$ cat src/rtl/rxw_pkg.sv
package rxw_pkg;

    localparam int FLD_W      = 16;
    localparam int WORD_BYTES = 4;

    typedef enum logic [2:0] {
        F_STATUS = 3'd0,
        F_COUNT  = 3'd1,
        F_BUF_LO = 3'd2,
        F_BUF_HI = 3'd3,
        F_SEQ    = 3'd4,
        F_LINK   = 3'd5,
        F_INUSE  = 3'd6
    } fld_e;

    typedef enum logic [2:0] {
        S_IDLE,
        S_HRD,
        S_HWT,
        S_HREL,
        S_WR,
        S_LRD,
        S_LWT,
        S_INUSE
    } st_e;

    typedef struct packed {
        logic [FLD_W-1:0] status;
        logic [FLD_W-1:0] count;
        logic [FLD_W-1:0] buf_lo;
        logic [FLD_W-1:0] buf_hi;
        logic [FLD_W-1:0] seq;
    } pkt_info_t;

    typedef struct packed {
        logic valid;
        logic write;
        fld_e fld;
        logic from_link;
    } mreq_t;

    function automatic logic [FLD_W-1:0] fld_off(fld_e f);
        return FLD_W'(int'(f) * WORD_BYTES);
    endfunction

    function automatic logic [FLD_W-1:0] addr_of(logic [FLD_W-1:0] v);
        return {v[FLD_W-1:1], 1'b0};
    endfunction

endpackage

$ cat src/rtl/rxw_ctrl.sv
module rxw_ctrl
    import rxw_pkg::*;
(
    input  logic      clk,
    input  logic      rst,
    input  logic      pkt_done,
    input  pkt_info_t info_in,
    input  logic      held,
    input  logic      mem_ready,
    input  logic      rsp_valid,
    input  logic      rsp_eol,
    output mreq_t     req,
    output pkt_info_t info_q,
    output logic      cap_next,
    output logic      adv,
    output logic      set_llfa,
    output logic      set_held,
    output logic      irq
);

    st_e  state;
    fld_e fld;

    always_ff @(posedge clk) begin
        if (rst) begin
            state  <= S_IDLE;
            fld    <= F_STATUS;
            irq    <= 1'b0;
            info_q <= '0;
        end else begin
            irq <= 1'b0;
            unique case (state)
                S_IDLE: if (pkt_done) begin
                    info_q <= info_in;
                    fld    <= F_STATUS;
                    state  <= held ? S_HRD : S_WR;
                end
                S_HRD:  if (mem_ready) state <= S_HWT;
                S_HWT:  if (rsp_valid) state <= rsp_eol ? S_IDLE : S_HREL;
                S_HREL: if (mem_ready) begin
                    irq   <= 1'b1;
                    fld   <= F_STATUS;
                    state <= S_WR;
                end
                S_WR:   if (mem_ready) begin
                    if (fld == F_SEQ) state <= S_LRD;
                    else              fld   <= fld_e'(fld + 3'd1);
                end
                S_LRD:  if (mem_ready) state <= S_LWT;
                S_LWT:  if (rsp_valid) state <= rsp_eol ? S_IDLE : S_INUSE;
                S_INUSE: if (mem_ready) begin
                    irq   <= 1'b1;
                    state <= S_IDLE;
                end
                default: state <= S_IDLE;
            endcase
        end
    end

    always_comb begin
        req = '{valid: 1'b0, write: 1'b0, fld: F_STATUS, from_link: 1'b0};
        unique case (state)
            S_HRD:   req = '{valid: 1'b1, write: 1'b0, fld: F_LINK,  from_link: 1'b1};
            S_HREL:  req = '{valid: 1'b1, write: 1'b1, fld: F_INUSE, from_link: 1'b1};
            S_WR:    req = '{valid: 1'b1, write: 1'b1, fld: fld,     from_link: 1'b0};
            S_LRD:   req = '{valid: 1'b1, write: 1'b0, fld: F_LINK,  from_link: 1'b0};
            S_INUSE: req = '{valid: 1'b1, write: 1'b1, fld: F_INUSE, from_link: 1'b0};
            default: ;
        endcase
    end

    assign cap_next = ((state == S_HWT) || (state == S_LWT)) && rsp_valid && !rsp_eol;
    assign adv      = ((state == S_HREL) || (state == S_INUSE)) && mem_ready;
    assign set_llfa = (state == S_LRD) && mem_ready;
    assign set_held = (state == S_LWT) && rsp_valid && rsp_eol;

endmodule

$ cat src/rtl/rxw_regs.sv
module rxw_regs
    import rxw_pkg::*;
(
    input  logic             clk,
    input  logic             rst,
    input  logic             cfg_load,
    input  logic [FLD_W-1:0] cfg_val,
    input  logic [FLD_W-1:0] rsp_link,
    input  logic             cap_next,
    input  logic             adv,
    input  logic             set_llfa,
    input  logic             set_held,
    output logic [FLD_W-1:0] cur_desc,
    output logic [FLD_W-1:0] llfa,
    output logic             held
);

    logic [FLD_W-1:0] nxt;

    always_ff @(posedge clk) begin
        if (rst) begin
            cur_desc <= '0;
            llfa     <= '0;
            nxt      <= '0;
            held     <= 1'b0;
        end else begin
            if (cap_next) nxt  <= rsp_link;
            if (set_llfa) llfa <= addr_of(cur_desc) + fld_off(F_LINK);
            if (cfg_load) begin
                cur_desc <= cfg_val;
                held     <= 1'b0;
            end else if (adv) begin
                cur_desc <= nxt;
                held     <= 1'b0;
            end else if (set_held) begin
                held <= 1'b1;
            end
        end
    end

endmodule

$ cat src/rtl/rxw_mux.sv
module rxw_mux
    import rxw_pkg::*;
#(
    parameter int DATA_W = 32
) (
    input  mreq_t             req,
    input  pkt_info_t         info,
    input  logic [FLD_W-1:0]  cur_desc,
    input  logic [FLD_W-1:0]  llfa,
    output logic [FLD_W-1:0]  addr,
    output logic [DATA_W-1:0] wdata
);

    localparam int PAD_W = DATA_W - FLD_W;

    logic [FLD_W-1:0] base;
    logic [FLD_W-1:0] fv;

    always_comb begin
        if (req.from_link) base = addr_of(llfa) - fld_off(F_LINK);
        else               base = addr_of(cur_desc);
        addr = base + fld_off(req.fld);
    end

    always_comb begin
        unique case (req.fld)
            F_STATUS: fv = info.status;
            F_COUNT:  fv = info.count;
            F_BUF_LO: fv = info.buf_lo;
            F_BUF_HI: fv = info.buf_hi;
            F_SEQ:    fv = info.seq;
            default:  fv = '0;
        endcase
        wdata = {{PAD_W{1'b0}}, fv};
    end

endmodule

$ cat src/rtl/rxw_walker.sv
module rxw_walker
    import rxw_pkg::*;
#(
    parameter int DATA_W = 32
) (
    input  logic                 clk,
    input  logic                 rst,
    input  logic                 cfg_load,
    input  logic [FLD_W-1:0]     cfg_desc_addr,
    input  logic                 pkt_done,
    input  logic [FLD_W-1:0]     pkt_status,
    input  logic [FLD_W-1:0]     pkt_count,
    input  logic [2*FLD_W-1:0]   pkt_buf_addr,
    input  logic [FLD_W-1:0]     pkt_seq,
    output logic                 mem_req_valid,
    input  logic                 mem_req_ready,
    output logic                 mem_req_write,
    output logic [FLD_W-1:0]     mem_req_addr,
    output logic [DATA_W-1:0]    mem_req_wdata,
    input  logic                 mem_rsp_valid,
    input  logic [DATA_W-1:0]    mem_rsp_rdata,
    output logic                 irq_pkt,
    output logic [FLD_W-1:0]     cur_desc_addr,
    output logic [FLD_W-1:0]     link_field_addr
);

    pkt_info_t info_in, info_q;
    mreq_t     req;
    logic      held, cap_next, adv, set_llfa, set_held;
    logic      unused_rsp_hi;

    assign info_in = '{status: pkt_status, count: pkt_count,
                       buf_lo: pkt_buf_addr[FLD_W-1:0],
                       buf_hi: pkt_buf_addr[2*FLD_W-1:FLD_W],
                       seq: pkt_seq};
    assign unused_rsp_hi = ^mem_rsp_rdata[DATA_W-1:FLD_W];

    rxw_ctrl u_ctrl (
        .clk       (clk),
        .rst       (rst),
        .pkt_done  (pkt_done),
        .info_in   (info_in),
        .held      (held),
        .mem_ready (mem_req_ready),
        .rsp_valid (mem_rsp_valid),
        .rsp_eol   (mem_rsp_rdata[0]),
        .req       (req),
        .info_q    (info_q),
        .cap_next  (cap_next),
        .adv       (adv),
        .set_llfa  (set_llfa),
        .set_held  (set_held),
        .irq       (irq_pkt)
    );

    rxw_regs u_regs (
        .clk      (clk),
        .rst      (rst),
        .cfg_load (cfg_load),
        .cfg_val  (cfg_desc_addr),
        .rsp_link (mem_rsp_rdata[FLD_W-1:0]),
        .cap_next (cap_next),
        .adv      (adv),
        .set_llfa (set_llfa),
        .set_held (set_held),
        .cur_desc (cur_desc_addr),
        .llfa     (link_field_addr),
        .held     (held)
    );

    rxw_mux #(.DATA_W(DATA_W)) u_mux (
        .req      (req),
        .info     (info_q),
        .cur_desc (cur_desc_addr),
        .llfa     (link_field_addr),
        .addr     (mem_req_addr),
        .wdata    (mem_req_wdata)
    );

    assign mem_req_valid = req.valid;
    assign mem_req_write = req.write;

endmodule

$ cat config.mk
export PLATFORM = sky130hd
export DESIGN_NAME = rxw_walker
export DESIGN_NICKNAME = d
export VERILOG_FILES = /design/src/rtl/rxw_pkg.sv /design/src/rtl/rxw_ctrl.sv /design/src/rtl/rxw_regs.sv /design/src/rtl/rxw_mux.sv /design/src/rtl/rxw_walker.sv
export SDC_FILE = /design/constraint.sdc
export NUM_CORES = 1
export LEC_CHECK = 0
export ABC_AREA = 0
export ABC_CLOCK_PERIOD_IN_PS = 4500
export BUFFER_PORTS_ARGS = -buffer_cell sky130_fd_sc_hd__buf_2
export CAP_MARGIN = 20
export CORE_ASPECT_RATIO = 0.7
export CORE_MARGIN = 2
export CORE_UTILIZATION = 55
export CTS_CLUSTER_SIZE = 24
export DETAILED_ROUTE_END_ITERATION = 8
export PLACE_DENSITY = 0.94
export SLEW_MARGIN = 25
export SYNTH_ARGS = -nofsm -noshare
export SYNTH_HDL_FRONTEND = slang
export SYNTH_SLANG_ARGS = --single-unit
$ cat constraint.sdc
create_clock -name clk -period 4.5 [get_ports clk]
set_input_delay 0.675 -clock clk [delete_from_list [all_inputs] [get_ports clk]]
set_output_delay 0.675 -clock clk [all_outputs]
set_load 0.01 [all_outputs]
==> impl_metrics.env, run 1 <==
export IMPL_cts_max_path_buffers=2
export IMPL_gr_total_overflow=0
export IMPL_syn_inst=862
export IMPL_hold_violations=0
export IMPL_peakVddDrop_v=0.000291
export IMPL_worstPathRequired_ns=3.83
export IMPL_ff2ff_setup_slack_ns=1.93
export IMPL_worstMarginPinSlew_ns=1.01
export IMPL_cts_tree="built"
export IMPL_cts_clk_slew_worst_paths_ns=0.06
export IMPL_status="completed"
export IMPL_finalWirelength_um=18300
export IMPL_pin_count=217
export IMPL_die_area_mm2=0.0128
export IMPL_rsz0062_at_grt="no"
export IMPL_path_cells="nand2b_1, buf_4, nand2_1, o21ai_0, ha_1, a21oi_1, o22a_1, nor4_1, nand3_1, xor2_1, o211ai_1, buf_2"
export IMPL_fin_nets=1157
export IMPL_synth_top_cell_area_share_pct=41.3
export IMPL_power_density_mw_per_mm2=424
export IMPL_hold_start="u_ctrl.info_q[43]$_SDFFE_PP0P_"
export IMPL_synth_seq_cells=135
export IMPL_drc_errors=0
export IMPL_die_h_um=95.3
export IMPL_finClkSkew_ns=0.0132
export IMPL_drv_slew=0
export IMPL_slowest_stage="dfxtp_1"
export IMPL_synthFlopType="dfxtp_1"
export IMPL_slowest_delay_ns=0.75
export IMPL_fin_tns_setup_ns=0
export IMPL_place_congestion=0.940
export IMPL_initial_core_util_pct=56.2
export IMPL_layout_area_overhead_vs_synth_pct=22.8
export IMPL_grt_pass1_vias=5913
export IMPL_clock_sinks=135
export IMPL_timing_rr_start="u_ctrl.state[0]$_SDFFE_PP0P_"
export IMPL_min_path_cells=2
export IMPL_yosysSeqAreaShare_pct=41.3
export IMPL_port_buffers=182
export IMPL_antenna_found_initial=0
export IMPL_via_count=6593
export IMPL_grt_usage_pct=28.0
export IMPL_viasPerCell=5.56
export IMPL_holdBufCountCts=0
export IMPL_p_leak_nw=3.55
export IMPL_netlist_top_cells_area="dfxtp_1, nand2_1, a21oi_1"
export IMPL_synth_area_mm2=0.00655
export IMPL_grt_max_degree=103
export IMPL_synth_edf_count=0
export IMPL_crit_type="flop to output port"
export IMPL_async_flop_share_pct=0
export IMPL_power_w=0.00341
export IMPL_start_kind="flop"
export IMPL_ff2ff_path_depth=6
export IMPL_synth_distinct_cells=52
export IMPL_fmax_mhz=242
export IMPL_post_dp_hpwl_um=12500
export IMPL_relSlewSlack_pct=32.9
export IMPL_routedWlPerCell_um=15.4
export IMPL_root_buffer="clkbuf_16"
export IMPL_critPathMaxFanout=22
export IMPL_yosysWarningCount=0
export IMPL_core_area_mm2=0.0116
export IMPL_drt_pass1_iterations=5
export IMPL_fin_hold_ws_ns=0.456
export IMPL_syn_mean_instance_area_um2=7.59
export IMPL_period_minus_slack_ns=4.14
export IMPL_die_w_um=134
export IMPL_yosysMostFrequentCell="nand2_1"
export IMPL_cts_buffers=17
export IMPL_htreeDepth=4
export IMPL_drtAntennaViolNets=0
export IMPL_r2r_end="u_ctrl.info_q[57]$_SDFFE_PP0P_"
export IMPL_post_synth_top_area_cell="dfxtp_1"
export IMPL_fp_row_count=33
export IMPL_worstSetupEndpointType="output port"
export IMPL_grt_pass1_wl_um=28700
export IMPL_drive_gt1_share_pct=23.6
export IMPL_setup_viol=0
export IMPL_drt_iter0_drc=673
export IMPL_synth_commonest_cells="nand2_1, dfxtp_1, a21oi_1"
export IMPL_insertion_delay_ns=0.41
export IMPL_drv_cap=0
export IMPL_holdPathEnd="u_ctrl.info_q[43]$_SDFFE_PP0P_"
export IMPL_cp_data_arrival_time_ns=3.46
export IMPL_diodes=0
export IMPL_period_share_pct=91.9
export IMPL_min_path_type="flop to flop"
[layer usage]
layer / vias up / routed length (µm) / GRT usage [%]
met5: - / 0 / 0
met4: 0 / 303 / 9.56
met3: 28 / 1580 / 5.79
met2: 331 / 8300 / 44.6
met1: 3032 / 8080 / 38.1
li1: 3202 / - / -
[critical path, delay by kind of cell, from the launching register on]
family	cells	cell delay (ns)
buf+inv	2	0.38
flops	1	0.75
xor+xnor	1	0.17
fa+ha+maj	1	0.30
compound gates	4	0.58
simple gates	4	0.87
[metrics by stage]
step / setup WS [ns] / instance area, µm² / instances / utilization (%)
6_report: 0.365 / 8040 / 1186 / 69.0
3_3_place_gp: 0.909 / 7450 / 1153 / 64.0
2_1_floorplan: 1.38 / 6610 / 879 / -
4_1_cts: 0.245 / 8010 / 1185 / 68.8
5_1_grt: 0.0407 / 8040 / 1186 / 69.0
3_5_place_dp: 0.693 / 7450 / 1153 / 64.0
[final cells by class]
class	count	area, µm²
clock buffers	17	425
clock inverters	15	133
fillers	959	3600
inverters	9	33.8
multi-input cells	658	3520
flip-flops and latches	135	2700
well taps	157	196
repair buffers	195	1030
[placed cells by master (no fill, tap or decap), drive strengths merged, types with 12 or more instances in the layout]
| master | instances |
|---|---|
| a211oi | 13 |
| a21oi | 124 |
| a22oi | 24 |
| buf | 195 |
| clkbuf | 17 |
| conb | 18 |
| dfxtp | 135 |
| inv | 18 |
| mux2i | 27 |
| nand2 | 230 |
| nand3 | 18 |
| nor2 | 75 |
| o21ai | 12 |
| xnor2 | 18 |
| xor2 | 16 |
[where the power goes]
group / switching (W) / leakage (nW) / internal [W]
sequential: 0.0000907 / 1.10 / 0.00130
clock: 0.000583 / 0.266 / 0.000727
combinational: 0.000428 / 2.18 / 0.000277
total: 0.00110 / 3.55 / 0.00230
[cells by family (layout without fill, tap and decap cells)]
kind of cell / Yosys count / after routing / synth area share [%]
AND/OR/NAND/NOR: 375 / 375 / 24.4
multiplexers: 27 / 27 / 4.13
AO/OA/AOI/OAI: 197 / 197 / 17.9
flip-flops: 135 / 135 / 41.3
XOR/XNOR: 34 / 34 / 4.55
buffers and inverters: 86 / 236 / 6.19
adder cells (fa/ha/maj): 7 / 7 / 1.45
other: 1 / 18 / 0.0573
[worst max-delay path by stage]
stage	from	endpoint	slack (ns)	cells past startpoint
2_1_floorplan	u_ctrl.state[0]$_SDFFE_PP0P_	mem_req_addr[11]	1.38	10
3_3_place_gp	u_ctrl.state[2]$_SDFFE_PP0P_	mem_req_addr[14]	0.91	11
3_5_place_dp	u_ctrl.state[2]$_SDFFE_PP0P_	mem_req_addr[14]	0.69	11
4_1_cts	u_ctrl.state[2]$_SDFFE_PP0P_	mem_req_addr[14]	0.25	11
5_1_grt	u_ctrl.state[0]$_SDFFE_PP0P_	mem_req_addr[11]	0.04	12
6_report	u_ctrl.state[0]$_SDFFE_PP0P_	mem_req_addr[11]	0.36	12
[flip-flops by register name, indices dropped and copies added, names as in the netlist]
register	flops
u_ctrl.fld	3
u_ctrl.info_q	80
u_ctrl.irq	1
u_ctrl.state	3
u_regs.cur_desc	16
u_regs.held	1
u_regs.llfa	15
u_regs.nxt	16
[timing repair]
| item | 4_1_cts | 5_1_grt |
|---|---|---|
| buffers inserted | 0 | 0 |
| setup endpoints to repair | 0 | 1 |
| gates resized for setup | 0 | 1 |
(Power assumes the default switching activity.)
==> inputs of run 2 (changes only) <==
==> constraint.sdc (replaced) <==
create_clock -name clk -period 4.5 [get_ports clk]
set_input_delay 0.9 -clock clk [delete_from_list [all_inputs] [get_ports clk]]
set_output_delay 0.9 -clock clk [all_outputs]
set_load 0.01 [all_outputs]
==> run 2 against run 1 <==
Power barely moved; count of clock-buffer cells in the layout did not move; final cell count rose by 0.25%; register-to-register slack got worse by 0.05 ns; largest cell class unchanged; highest routed layer unchanged.
==> impl_metrics.env, run 2 (same netlist as run 1, synthesis figures left out) <==
export IMPL_status="completed"
export IMPL_grt_pass1_wl_um=29200
export IMPL_pin_count=217
export IMPL_grt_pass1_vias=6041
export IMPL_layout_common_cells="nand2_1, buf_2, dfxtp_1"
export IMPL_relSlewSlack_pct=35.6
export IMPL_via_count=6704
export IMPL_start_kind="flop"
export IMPL_min_path_cells=2
export IMPL_regMostFlops="u_ctrl.info_q"
export IMPL_diodes=0
export IMPL_gr_total_overflow=0
export IMPL_layout_area_overhead_vs_synth_pct=23.0
export IMPL_clock_sinks=135
export IMPL_core_area_mm2=0.0116
export IMPL_cp_data_arrival_time_ns=3.25
export IMPL_die_h_um=95.3
export IMPL_post_cts_resized=0
export IMPL_die_w_um=134
export IMPL_critPathMaxFanout=14
export IMPL_drc_errors=0
export IMPL_htreeDepth=4
export IMPL_drt_pass1_iterations=8
export IMPL_multi_input_area_mm2=0.00351
export IMPL_largest_register_ffs=80
export IMPL_power_w=0.00340
export IMPL_viasPerCell=5.64
export IMPL_rsz0062_at_grt="no"
export IMPL_placed_area_mm2=0.00747
export IMPL_drv_slew=0
export IMPL_cts_max_path_buffers=2
export IMPL_holdBufCountCts=0
export IMPL_period_share_pct=92.2
export IMPL_stdcell_count=1189
export IMPL_drt_iter0_drc=832
export IMPL_fillers=960
export IMPL_p_leak_nw=3.57
export IMPL_layout_setup_ws_ns=0.352
export IMPL_holdPathEnd="u_ctrl.info_q[30]$_SDFFE_PP0P_"
export IMPL_hold_violations=0
export IMPL_initial_core_util_pct=56.2
export IMPL_finalWirelength_um=18500
export IMPL_post_cts_buffers=0
export IMPL_r2r_end="u_ctrl.info_q[73]$_SDFFE_PP0P_"
export IMPL_power_density_mw_per_mm2=423
export IMPL_hold_start="u_ctrl.info_q[30]$_SDFFE_PP0P_"
export IMPL_ff2ff_path_depth=7
export IMPL_fin_tns_setup_ns=0
export IMPL_register_area_mm2=0.00270
export IMPL_peakVddDrop_v=0.000397
export IMPL_worstMarginPinSlew_ns=0.965
export IMPL_cts_buffers=17
export IMPL_routedWlPerCell_um=15.5
export IMPL_root_buffer="clkbuf_16"
export IMPL_fmax_mhz=241
export IMPL_finClkSkew_ns=0.0109
export IMPL_worstPathRequired_ns=3.60
export IMPL_port_buffers=182
export IMPL_cts_tree="built"
export IMPL_place_congestion=0.946
export IMPL_final_area_mm2=0.00805
export IMPL_fin_nets=1160
export IMPL_dp_cells=1156
export IMPL_reg_top3="u_ctrl.info_q x80, u_regs.cur_desc x16, u_regs.nxt x16"
export IMPL_timing_rr_start="u_ctrl.state[0]$_SDFFE_PP0P_"
export IMPL_drive_gt1_share_pct=23.6
export IMPL_post_dp_hpwl_um=12600
export IMPL_crit_type="flop to output port"
export IMPL_die_area_mm2=0.0128
export IMPL_ff2ff_setup_slack_ns=1.88
export IMPL_cts_clk_slew_worst_paths_ns=0.06
export IMPL_setup_viol=0
export IMPL_grt_usage_pct=28.6
export IMPL_fp_row_count=33
export IMPL_mostFrequentLayoutCell="nand2_1"
export IMPL_worstSetupEndpointType="output port"
export IMPL_antenna_found_initial=0
export IMPL_period_minus_slack_ns=4.15
export IMPL_min_path_type="flop to flop"
export IMPL_grt_max_degree=63
export IMPL_drv_cap=0
export IMPL_drtAntennaViolNets=0
export IMPL_post_place_ws_ns=0.852
export IMPL_insertion_delay_ns=0.42
[run 2: worst max path at each step]
| stage | start | to | slack, ns | cells past startpoint |
|---|---|---|---|---|
| 2_1_floorplan | u_ctrl.state[0]$_SDFFE_PP0P_ | mem_req_addr[11] | 1.15 | 10 |
| 3_3_place_gp | u_ctrl.state[0]$_SDFFE_PP0P_ | mem_req_addr[11] | 0.95 | 10 |
| 3_5_place_dp | u_ctrl.state[0]$_SDFFE_PP0P_ | mem_req_addr[11] | 0.85 | 11 |
| 4_1_cts | u_ctrl.state[0]$_SDFFE_PP0P_ | mem_req_addr[11] | 0.39 | 11 |
| 5_1_grt | u_ctrl.state[0]$_SDFFE_PP0P_ | mem_req_addr[11] | 0.13 | 11 |
| 6_report | u_ctrl.state[0]$_SDFFE_PP0P_ | mem_req_addr[11] | 0.35 | 11 |
[run 2: layer usage]
metal	GRT usage (%)	up-vias	wire length [µm]
li1	-	3212	-
met1	39.2	3095	8110
met2	43.5	348	8290
met3	5.48	49	1560
met4	14.1	0	526
met5	0	-	0
[run 2: worst max-delay path, cell delays in order, from the launching register on]
cell	delay, ns
dfxtp_1	0.57
nand2b_1	0.22
nand2_1	0.11
o21ai_0	0.12
ha_1	0.30
a21oi_1	0.06
o22a_1	0.23
nor4_1	0.54
nand3_1	0.17
xor2_1	0.17
o211ai_1	0.19
buf_2	0.16
[run 2: power by group]
group / total [W] / switching [W] / internal (W)
logic: 0.000714 / 0.000442 / 0.000273
registers: 0.00138 / 0.0000774 / 0.00130
clock network: 0.00131 / 0.000585 / 0.000727
total: 0.00340 / 0.00110 / 0.00230
[run 2: layout make-up]
cell class / instances / area share, %
clock buffers: 17 / 5.29
flip-flops and latches: 135 / 33.6
repair buffers: 198 / 12.9
clock inverters: 15 / 1.68
inverters: 9 / 0.420
well taps: 157 / 2.44
multi-input cells: 658 / 43.7
[run 2: stage by stage]
| stage | utilization [%] | hold slack (ns) |
|---|---|---|
| after floorplan | - | 0.436 |
| after global placement | 64.2 | 0.441 |
| after detailed placement | 64.2 | 0.446 |
| after CTS | 69.0 | 0.455 |
| after global routing | 69.1 | 0.466 |
| final | 69.1 | 0.454 |
